### config.mk
export PLATFORM = sky130hd
export DESIGN_NAME = wb_gain_stage
export DESIGN_NICKNAME = d
export VERILOG_FILES = /design/src/rtl/wb_pkg.sv /design/src/rtl/wb_pos_fsm.sv /design/src/rtl/wb_cfa_select.sv /design/src/rtl/wb_gain_mul.sv /design/src/rtl/wb_gain_stage.sv
export SDC_FILE = /design/constraint.sdc
export NUM_CORES = 1
export LEC_CHECK = 0
export BUFFER_PORTS_ARGS = -buffer_cell sky130_fd_sc_hd__buf_2
export CAP_MARGIN = 20
export CORE_MARGIN = 2
export CORE_UTILIZATION = 27
export DETAILED_ROUTE_END_ITERATION = 7
export PLACE_DENSITY = 0.54
export SLEW_MARGIN = 20
export SYNTH_ARGS = -nofsm -noshare
export SYNTH_HDL_FRONTEND = slang
export SYNTH_HIERARCHICAL = 1
export SYNTH_SLANG_ARGS = --single-unit
### constraint.sdc
create_clock -name clk -period 8.73 [get_ports clk]
set_input_delay 1.3095 -clock clk [delete_from_list [all_inputs] [get_ports clk]]
set_output_delay 1.3095 -clock clk [all_outputs]
set_load 0.02 [all_outputs]
### src/rtl/wb_pkg.sv
package wb_pkg;
    localparam int PIX_W   = 14;
    localparam int DG_W    = 10;
    localparam int DG_FRAC = 8;
    localparam int WB_W    = 10;
    localparam int WB_FRAC = 7;
    localparam int N_COMP  = 4;

    typedef enum logic [2:0] {
        ST_IDLE = 3'd0,
        ST_R0C0 = 3'd1,
        ST_R0C1 = 3'd2,
        ST_R1C0 = 3'd3,
        ST_R1C1 = 3'd4
    } pos_state_t;

    typedef enum logic [1:0] {
        CMP_R  = 2'd0,
        CMP_GR = 2'd1,
        CMP_GB = 2'd2,
        CMP_B  = 2'd3
    } comp_t;

    typedef struct packed {
        logic valid;
        logic sof;
        logic sol;
    } side_t;
endpackage

### src/rtl/wb_pos_fsm.sv
module wb_pos_fsm
    import wb_pkg::*;
(
    input  logic clk,
    input  logic rst_n,
    input  logic in_valid,
    input  logic in_sof,
    input  logic in_sol,
    output logic cur_row,
    output logic cur_col
);
    pos_state_t state_q, state_d;

    // state register
    always_ff @(posedge clk or negedge rst_n) begin
        if (!rst_n) state_q <= ST_IDLE;
        else        state_q <= state_d;
    end

    // position of the current pixel and next state
    always_comb begin
        logic prev_row, prev_col;
        prev_row = 1'b0;
        prev_col = 1'b1;
        unique case (state_q)
            ST_IDLE: begin prev_row = 1'b0; prev_col = 1'b1; end
            ST_R0C0: begin prev_row = 1'b0; prev_col = 1'b0; end
            ST_R0C1: begin prev_row = 1'b0; prev_col = 1'b1; end
            ST_R1C0: begin prev_row = 1'b1; prev_col = 1'b0; end
            ST_R1C1: begin prev_row = 1'b1; prev_col = 1'b1; end
            default: begin prev_row = 1'b0; prev_col = 1'b1; end
        endcase

        if (in_sof || state_q == ST_IDLE) begin
            cur_row = 1'b0;
            cur_col = 1'b0;
        end else if (in_sol) begin
            cur_row = ~prev_row;
            cur_col = 1'b0;
        end else begin
            cur_row = prev_row;
            cur_col = ~prev_col;
        end

        state_d = state_q;
        if (in_valid) begin
            unique case ({cur_row, cur_col})
                2'b00: state_d = ST_R0C0;
                2'b01: state_d = ST_R0C1;
                2'b10: state_d = ST_R1C0;
                2'b11: state_d = ST_R1C1;
                default: state_d = ST_IDLE;
            endcase
        end
    end
endmodule

### src/rtl/wb_cfa_select.sv
module wb_cfa_select
    import wb_pkg::*;
#(
    parameter int GW = WB_W
) (
    input  logic [2*N_COMP-1:0]     pattern,
    input  logic                    row,
    input  logic                    col,
    input  logic [N_COMP*GW-1:0]    gains,
    output logic [GW-1:0]           gain_sel
);
    localparam int CODE_W = $clog2(N_COMP);

    logic [CODE_W-1:0] code;
    logic [GW-1:0]     gain_arr [N_COMP];

    genvar gi;
    generate
        for (gi = 0; gi < N_COMP; gi++) begin : g_unpack
            assign gain_arr[gi] = gains[gi*GW +: GW];
        end
    endgenerate

    always_comb begin
        code     = pattern[{row, col}*CODE_W +: CODE_W];
        gain_sel = gain_arr[code];
    end
endmodule

### src/rtl/wb_gain_mul.sv
module wb_gain_mul
    import wb_pkg::*;
(
    input  logic               clk,
    input  logic               rst_n,
    input  logic [PIX_W-1:0]   s1_pix,
    input  logic [WB_W-1:0]    s1_wb,
    input  logic [DG_W-1:0]    s1_dg,
    input  side_t              s1_side,
    output logic [PIX_W-1:0]   out_pix,
    output side_t              out_side
);
    localparam int P1_W   = PIX_W + WB_W;
    localparam int P2_W   = P1_W + DG_W + 1;
    localparam int SHIFT  = DG_FRAC + WB_FRAC;
    localparam logic [P2_W-1:0] HALF = P2_W'(1) << (SHIFT - 1);
    localparam logic [P2_W-1:0] MAXV = P2_W'((1 << PIX_W) - 1);

    logic [P1_W-1:0] s2_prod;
    logic [DG_W-1:0] s2_dg;
    side_t           s2_side;

    always_ff @(posedge clk or negedge rst_n) begin
        if (!rst_n) begin
            s2_prod <= '0;
            s2_dg   <= '0;
            s2_side <= '0;
        end else begin
            s2_prod <= P1_W'(s1_pix) * P1_W'(s1_wb);
            s2_dg   <= s1_dg;
            s2_side <= s1_side;
        end
    end

    logic [P2_W-1:0] full, scaled;
    always_comb begin
        full   = P2_W'(s2_prod) * P2_W'(s2_dg) + HALF;
        scaled = full >> SHIFT;
    end

    always_ff @(posedge clk or negedge rst_n) begin
        if (!rst_n) begin
            out_pix  <= '0;
            out_side <= '0;
        end else begin
            out_pix  <= (scaled > MAXV) ? MAXV[PIX_W-1:0] : scaled[PIX_W-1:0];
            out_side <= s2_side;
        end
    end
endmodule

### src/rtl/wb_gain_stage.sv
module wb_gain_stage
    import wb_pkg::*;
(
    input  logic              clk,
    input  logic              rst_n,
    input  logic              in_valid,
    input  logic              in_sof,
    input  logic              in_sol,
    input  logic [13:0]       in_pix,
    input  logic [7:0]        cfa_pattern,
    input  logic [9:0]        gain_global,
    input  logic [9:0]        gain_r,
    input  logic [9:0]        gain_gr,
    input  logic [9:0]        gain_gb,
    input  logic [9:0]        gain_b,
    output logic              out_valid,
    output logic              out_sof,
    output logic              out_sol,
    output logic [13:0]       out_pix
);
    logic row, col;
    logic [WB_W-1:0] wb_sel;

    wb_pos_fsm u_pos (
        .clk      (clk),
        .rst_n    (rst_n),
        .in_valid (in_valid),
        .in_sof   (in_sof),
        .in_sol   (in_sol),
        .cur_row  (row),
        .cur_col  (col)
    );

    wb_cfa_select #(.GW(WB_W)) u_sel (
        .pattern  (cfa_pattern),
        .row      (row),
        .col      (col),
        .gains    ({gain_b, gain_gb, gain_gr, gain_r}),
        .gain_sel (wb_sel)
    );

    logic [PIX_W-1:0] s1_pix;
    logic [WB_W-1:0]  s1_wb;
    logic [DG_W-1:0]  s1_dg;
    side_t            s1_side;

    always_ff @(posedge clk or negedge rst_n) begin
        if (!rst_n) begin
            s1_pix  <= '0;
            s1_wb   <= '0;
            s1_dg   <= '0;
            s1_side <= '0;
        end else begin
            s1_pix        <= in_pix;
            s1_wb         <= wb_sel;
            s1_dg         <= gain_global;
            s1_side.valid <= in_valid;
            s1_side.sof   <= in_sof & in_valid;
            s1_side.sol   <= in_sol & in_valid;
        end
    end

    side_t o_side;

    wb_gain_mul u_mul (
        .clk      (clk),
        .rst_n    (rst_n),
        .s1_pix   (s1_pix),
        .s1_wb    (s1_wb),
        .s1_dg    (s1_dg),
        .s1_side  (s1_side),
        .out_pix  (out_pix),
        .out_side (o_side)
    );

    assign out_valid = o_side.valid;
    assign out_sof   = o_side.sof;
    assign out_sol   = o_side.sol;
endmodule

* Yosys cells after proc, flatten, opt, wreduce, memory -nomap -nowiden
Index checks and enable logic that the tools add are counted.
Operators by class: bitwise gates (word level) 4, eq/ne operators 6, shifts and indexed selects 1, reductions and logical operators 5, $lt $le $gt $ge 2, $mul 2, add/subtract/negate cells 1, multiplexer cells 10
Operator list (number):
- $add 34x15->35 const B | 1
- $mul 24x10->34 | 1
- $mul 14x10->24 | 1
- $bmux 10 s2 | 1
- $gt 20x14->1 const B | 1
- $mux 10 | 2
- $mux 14 | 1
- $pmux 3 s4 | 1
- $shiftx 8x4->2 | 1
- $mux 1 | 5
- $eq 2x2->1 const B | 2
- $reduce_or 2->1 | 2
- $eq 3x1->1 const B | 1
- $eq 3x2->1 const B | 1
- $eq 3x3->1 const B | 1
- $ge 3x3->1 const B | 1
- $logic_not 3->1 | 1
- $not 2->3 | 1
- $and 1x1->1 | 2
- $eq 2x1->1 const B | 1
- $logic_not 2->1 | 1
- $logic_or 1x1->1 | 1
- $not 1->1 | 1
Storage, ports and cells: output and inout port bits 17, register bits 94, bits of input ports 77

* Longest topological paths before layout
depth after elaboration 11, mapped depth 23, gate-level depth less buffers 21

* Modules after synthesis
The synthesis kept the hierarchy.
Modules (own cells, without submodules):
- wb_gain_mul | cells an instance 1478, seq. area each 1351.3 um2, times used 1, area an instance 13490.4 um2
- wb_gain_stage | cells an instance 39, seq. area each 925.9 um2, times used 1, area an instance 938.4 um2
- wb_cfa_select | cells an instance 35, seq. area each 0.0 um2, times used 1, area an instance 379.1 um2
- wb_pos_fsm | cells an instance 17, seq. area each 75.1 um2, times used 1, area an instance 187.7 um2

* Least setup slack after synthesis
OpenSTA, ideal clock, no wires.
kind reg2reg, start point reg u_mul.s2_dg[1], end point reg u_mul.out_pix[10], arrival time 5575 ps, path slack 3022 ps, clock period less this slack 5708 ps, library setup time 133 ps, stages on the path, launching flop included 24, path through dfrtp_1 clkbuf_1 nand2_1 fa_1 inv_1 fa_1 inv_1 fa_1 inv_1 fa_1 inv_1 fa_1 inv_1 ha_1 and4_1 or3b_4 o21bai_1 and2_1 nor3b_1 o21ai_1 and3_1 a2bb2oi_4 buf_6 nand4_1
On the way: word-level cells in the longest chain between the ends 4
Ends and longest elaborated chain:
- start: declaration | line wb_gain_mul.sv:20 | logic [DG_W-1:0] s2_dg;
- start signal: assignment | line wb_gain_mul.sv:30 | s2_dg <= s1_dg;
- $mul 24x10->34 (*) | line wb_gain_mul.sv:37 | full = P2_W'(s2_prod) * P2_W'(s2_dg) + HALF;
- $add 34x15->35 (*) | line wb_gain_mul.sv:37
- $gt 20x14->1 | line wb_gain_mul.sv:46 | out_pix <= (scaled > MAXV) ? MAXV[PIX_W-1:0] : scaled[PIX_W-1:0];
- $mux 14 (*) | line wb_gain_mul.sv:46
- end signal: assignment | line wb_gain_mul.sv:46
- end: declaration | line wb_gain_mul.sv:10 | output logic [PIX_W-1:0] out_pix,
Mark *: on every way between the ends. The rest lies on a longest branch, timed or not. A chain may end at the register's enable or synchronous reset.

* Worst setup path after layout
start point reg u_mul.s2_dg[4], end point reg u_mul.out_pix[8]
The elaborated chain is that of the path after synthesis.

==> impl_metrics.xml <==
<?xml version="1.0" encoding="UTF-8"?>
<metrics>
  <group name="logic_synthesis">
    <metric name="post_synth_xor_area_fraction" unit="%">1.69</metric>
    <metric name="synth_compound_gate_area_share" unit="%">6.27</metric>
    <metric name="largest_family_of_logic_cells_by_synthesized_area" unit="">adder cells</metric>
    <metric name="share_of_synthesized_cell_area_in_and_or_nand_and_nor_gates" unit="%">16.1</metric>
    <metric name="synthesis.nets" unit="">2064</metric>
    <metric name="synth_area_per_cell" unit="um^2">9.56</metric>
    <metric name="yosys_warnings" unit="">6</metric>
    <metric name="netlist_instances" unit="">1569</metric>
    <metric name="synth_cell_type_count" unit="">63</metric>
    <metric name="synth_largest_type_area_fraction" unit="%">35.9</metric>
    <metric name="cell_type_with_the_highest_aggregate_area_in_the_netlist" unit="">sky130_fd_sc_hd__fa_1</metric>
    <metric name="postSynth.topFlopCell" unit="">sky130_fd_sc_hd__dfrtp_1</metric>
    <metric name="synthTopCellsByArea" unit="">sky130_fd_sc_hd__fa_1 36%, sky130_fd_sc_hd__dfrtp_1 16%, sky130_fd_sc_hd__ha_1 12%</metric>
    <metric name="yosys_register_bits" unit="">94</metric>
    <metric name="synth_enable_flop_cells" unit="">0</metric>
    <metric name="synth_mux_area_share" unit="%">2.48</metric>
    <metric name="post_synth_fa_ha_maj_area_fraction" unit="%">48.3</metric>
    <metric name="netlist_top_cells_count" unit="">294 x sky130_fd_sc_hd__inv_1, 269 x sky130_fd_sc_hd__fa_1, 237 x sky130_fd_sc_hd__nand2_1</metric>
    <metric name="async_reset_ff_share" unit="%">100</metric>
    <metric name="synth_most_common_cell" unit="">sky130_fd_sc_hd__inv_1</metric>
    <metric name="synth.yosys.seq_area_share" unit="%">15.7</metric>
    <metric name="synth.cell_area" unit="um^2">15000</metric>
  </group>
  <group name="die">
    <metric name="core_area" unit="um^2">55000</metric>
    <metric name="dieWidth" unit="um">240</metric>
    <metric name="initial_utilization" unit="%">27.3</metric>
    <metric name="io_pins" unit="">94</metric>
    <metric name="chipHeight" unit="um">240</metric>
    <metric name="rows" unit="">86</metric>
    <metric name="design.die.area" unit="um^2">57400</metric>
  </group>
  <group name="clocking">
    <metric name="cts-hold-fix-buffers" unit="">0</metric>
    <metric name="clk_latency" unit="ns">0.40</metric>
    <metric name="cts_repair_resize_count" unit="">0</metric>
    <metric name="clk_root_buffer_cell" unit="">sky130_fd_sc_hd__clkbuf_16</metric>
    <metric name="cts_bufs_inserted" unit="">9</metric>
    <metric name="h_tree_level_count" unit="">3</metric>
    <metric name="clkSinkCount" unit="">94</metric>
    <metric name="tritoncts_clock_tree" unit="">done</metric>
    <metric name="clock_tree.buffer_depth" unit="">2</metric>
    <metric name="postCtsSetupBuffers" unit="">0</metric>
    <metric name="clk_transition_reported_paths" unit="ns">0.09</metric>
  </group>
  <group name="layout">
    <metric name="insertedDiodeCount" unit="">0</metric>
    <metric name="design_area" unit="um^2">16400</metric>
    <metric name="area_delta_synth_final" unit="%">9.30</metric>
    <metric name="finish.net_count" unit="">2097</metric>
    <metric name="share_of_cells_above_drive_strength_1" unit="%">7.97</metric>
  </group>
  <group name="setup_path">
    <metric name="worst_r2r_path_depth" unit="">18</metric>
    <metric name="worstSetupEndpointType" unit="">flip-flop</metric>
    <metric name="worstPathArrival" unit="ns">6.91</metric>
    <metric name="regToRegEndpoint" unit="">u_mul/out_pix[8]</metric>
    <metric name="criticalPathCategory" unit="">flip-flop to flip-flop</metric>
    <metric name="r2r-start" unit="">u_mul/s2_dg[4]</metric>
    <metric name="worst_setup_path_start_kind" unit="">flip-flop</metric>
    <metric name="worstPathMaxFanout" unit="">24</metric>
    <metric name="reg2reg_setup_slack" unit="ns">2.04</metric>
    <metric name="crit_required" unit="ns">8.95</metric>
  </group>
  <group name="sta">
    <metric name="final.setup.tns" unit="ns">0</metric>
    <metric name="final_hold_violation_count" unit="">0</metric>
    <metric name="max_clock_freq" unit="MHz">149</metric>
    <metric name="worst_slack" unit="ns">2.04</metric>
    <metric name="rsz0062_at_grt" unit="">no</metric>
    <metric name="final.period_utilization" unit="%">76.6</metric>
    <metric name="fin_skew" unit="ns">0.0236</metric>
    <metric name="slew_headroom" unit="%">28.7</metric>
    <metric name="finalWorstPathRequiredPeriod" unit="ns">6.69</metric>
    <metric name="timing_max_transition_violations_final" unit="">0</metric>
    <metric name="timing_worst_slew_pin_value" unit="ns">1.07</metric>
    <metric name="final-setup-viol-count" unit="">0</metric>
  </group>
  <group name="placed_design">
    <metric name="setup_slack_placement" unit="ns">2.10</metric>
    <metric name="number_of_input_and_output_port_buffers_inserted" unit="">93</metric>
    <metric name="dpl-instance-area" unit="um^2">16100</metric>
    <metric name="detailedPlacementHpwl" unit="um">28100</metric>
    <metric name="gp_congestion" unit="">0.792</metric>
  </group>
  <group name="global_route">
    <metric name="grt_start_max_net_pins" unit="">63</metric>
    <metric name="antenna_found_initial" unit="">0</metric>
    <metric name="grt_pass1_wl" unit="um">58100</metric>
    <metric name="grt_util_all_layers" unit="%">12.8</metric>
    <metric name="grt_overflow" unit="">0</metric>
    <metric name="via_count_of_the_first_global_routing_pass" unit="">11510</metric>
  </group>
  <group name="worst_hold_path">
    <metric name="hold_path_depth" unit="">0</metric>
    <metric name="hold_path.class" unit="">flip-flop to flip-flop</metric>
    <metric name="min_to" unit="">u_mul/s2_side[0]</metric>
    <metric name="hold_start" unit="">s1_side[0]</metric>
  </group>
  <group name="route">
    <metric name="drt-vias-per-instance" unit="">4.50</metric>
    <metric name="remaining_drc_errors" unit="">0</metric>
    <metric name="detail-route-antenna-nets" unit="">0</metric>
    <metric name="vias" unit="">10607</metric>
    <metric name="drt-total-wl" unit="um">35000</metric>
    <metric name="drt_iter0_drc" unit="">412</metric>
    <metric name="firstDrtPassIters" unit="">5</metric>
    <metric name="wire_per_inst" unit="um">14.9</metric>
  </group>
  <group name="run_status">
    <metric name="status" unit="">completed</metric>
  </group>
  <group name="run">
    <metric name="maxCapViolCount" unit="">0</metric>
  </group>
</metrics>
## state kept, by name, summed over array words and instances, names as in the netlist
signal          count
s1_dg              10
s1_pix             14
s1_side             3
s1_wb              10
u_mul/out_pix      14
u_mul/out_side      3
u_mul/s2_dg        10
u_mul/s2_prod      24
u_mul/s2_side       3
u_pos/state_q       3
## critical path: stages (launching register included)
cell and delay (ns):
sky130_fd_sc_hd__dfrtp_1 1.06, sky130_fd_sc_hd__nand2_1 0.19, sky130_fd_sc_hd__fa_1 0.58, sky130_fd_sc_hd__inv_1 0.05
sky130_fd_sc_hd__fa_1 0.57, sky130_fd_sc_hd__fa_1 0.44, sky130_fd_sc_hd__fa_1 0.49, sky130_fd_sc_hd__inv_1 0.05
sky130_fd_sc_hd__fa_1 0.52, sky130_fd_sc_hd__inv_1 0.04, sky130_fd_sc_hd__ha_1 0.30, sky130_fd_sc_hd__o2111ai_1 0.33
sky130_fd_sc_hd__a31oi_1 0.21, sky130_fd_sc_hd__and4b_1 0.24, sky130_fd_sc_hd__o21ai_2 0.21, sky130_fd_sc_hd__o31ai_2 0.14
sky130_fd_sc_hd__or4_1 0.48, sky130_fd_sc_hd__nand3_1 0.41, sky130_fd_sc_hd__nand4_1 0.20
## metrics by stage
stage               cells  hold WS, ns  util (%)
finish               2355        0.351      29.8
global route         2355        0.371      29.8
CTS                  2355        0.352      29.8
detailed placement   2339        0.335      29.3
global placement     2339        0.334      29.3
floorplan            1569        0.331         -
## layout make-up
cell class	instances	area, um^2
inverter	294	1100
tap	748	936
clock inverter	5	41.3
sequential	94	2350
clock buffer	11	243
timing repair buffer	95	483
multi-input combinational	1108	11200
fill	5782	38600
## cell families (layout without fill, tap and decap cells)
kind of cell,Yosys count,count (layout)
muxes,34,34
and+or+nand+nor,493,493
adders and majority gates,418,418
xor gates and xnor gates,29,29
AOI/OAI and AO/OA,134,134
buffers and inverters,367,405
DFF,94,94
## layer usage
layer | global-route usage [%] | up-vias | part of all wire (%)
li1 | - | 4877 | -
met1 | 16.2 | 5501 | 44
met2 | 22.7 | 194 | 51
met3 | 1.67 | 35 | 3.1
met4 | 3.45 | 0 | 1.5
met5 | 0 | - | 0
## layout by cell type (no fill, tap or decap), types with 4 or more instances in the layout
cell type | netlist | final
sky130_fd_sc_hd__nor3_1 | 9 | 9
sky130_fd_sc_hd__mux2i_1 | 30 | 30
sky130_fd_sc_hd__nor2_1 | 24 | 24
sky130_fd_sc_hd__xor2_1 | 6 | 6
sky130_fd_sc_hd__nand4_1 | 9 | 9
sky130_fd_sc_hd__o21ai_0 | 17 | 17
sky130_fd_sc_hd__or3_1 | 5 | 5
sky130_fd_sc_hd__nand2_1 | 237 | 237
sky130_fd_sc_hd__inv_1 | 294 | 294
sky130_fd_sc_hd__o21bai_1 | 8 | 8
sky130_fd_sc_hd__xnor2_1 | 23 | 23
sky130_fd_sc_hd__a21o_1 | 18 | 18
sky130_fd_sc_hd__clkbuf_16 | 0 | 9
sky130_fd_sc_hd__o21a_1 | 4 | 4
sky130_fd_sc_hd__and2_1 | 166 | 166
sky130_fd_sc_hd__nand3_1 | 25 | 25
sky130_fd_sc_hd__buf_2 | 1 | 92
sky130_fd_sc_hd__a211oi_1 | 7 | 7
sky130_fd_sc_hd__dfrtp_1 | 94 | 94
sky130_fd_sc_hd__a21oi_1 | 41 | 41
sky130_fd_sc_hd__ha_1 | 149 | 149
sky130_fd_sc_hd__nor2b_1 | 4 | 4
sky130_fd_sc_hd__fa_1 | 269 | 269
sky130_fd_sc_hd__a31oi_1 | 4 | 4
## how the worst max path moves through the flow
| stage | slack (ns) | end | cells after the start | startpoint |
|---|---|---|---|---|
| 6_report | 2.04 | u_mul/out_pix[8] | 18 | u_mul/s2_dg[4] |
| 5_1_grt | 1.73 | u_mul/out_pix[11] | 18 | u_mul/s2_dg[4] |
| 4_1_cts | 2.05 | u_mul/out_pix[8] | 19 | u_mul/s2_dg[4] |
| 3_5_place_dp | 2.10 | u_mul/out_pix[8] | 19 | u_mul/s2_dg[4] |
| 3_3_place_gp | 2.25 | u_mul/out_pix[12] | 19 | u_mul/s2_dg[4] |
| 2_1_floorplan | 3.02 | u_mul/out_pix[10] | 23 | u_mul/s2_dg[1] |
Power is not shown: default switching activity piles up to over one toggle a cycle in this logic, so the estimate is an artifact.
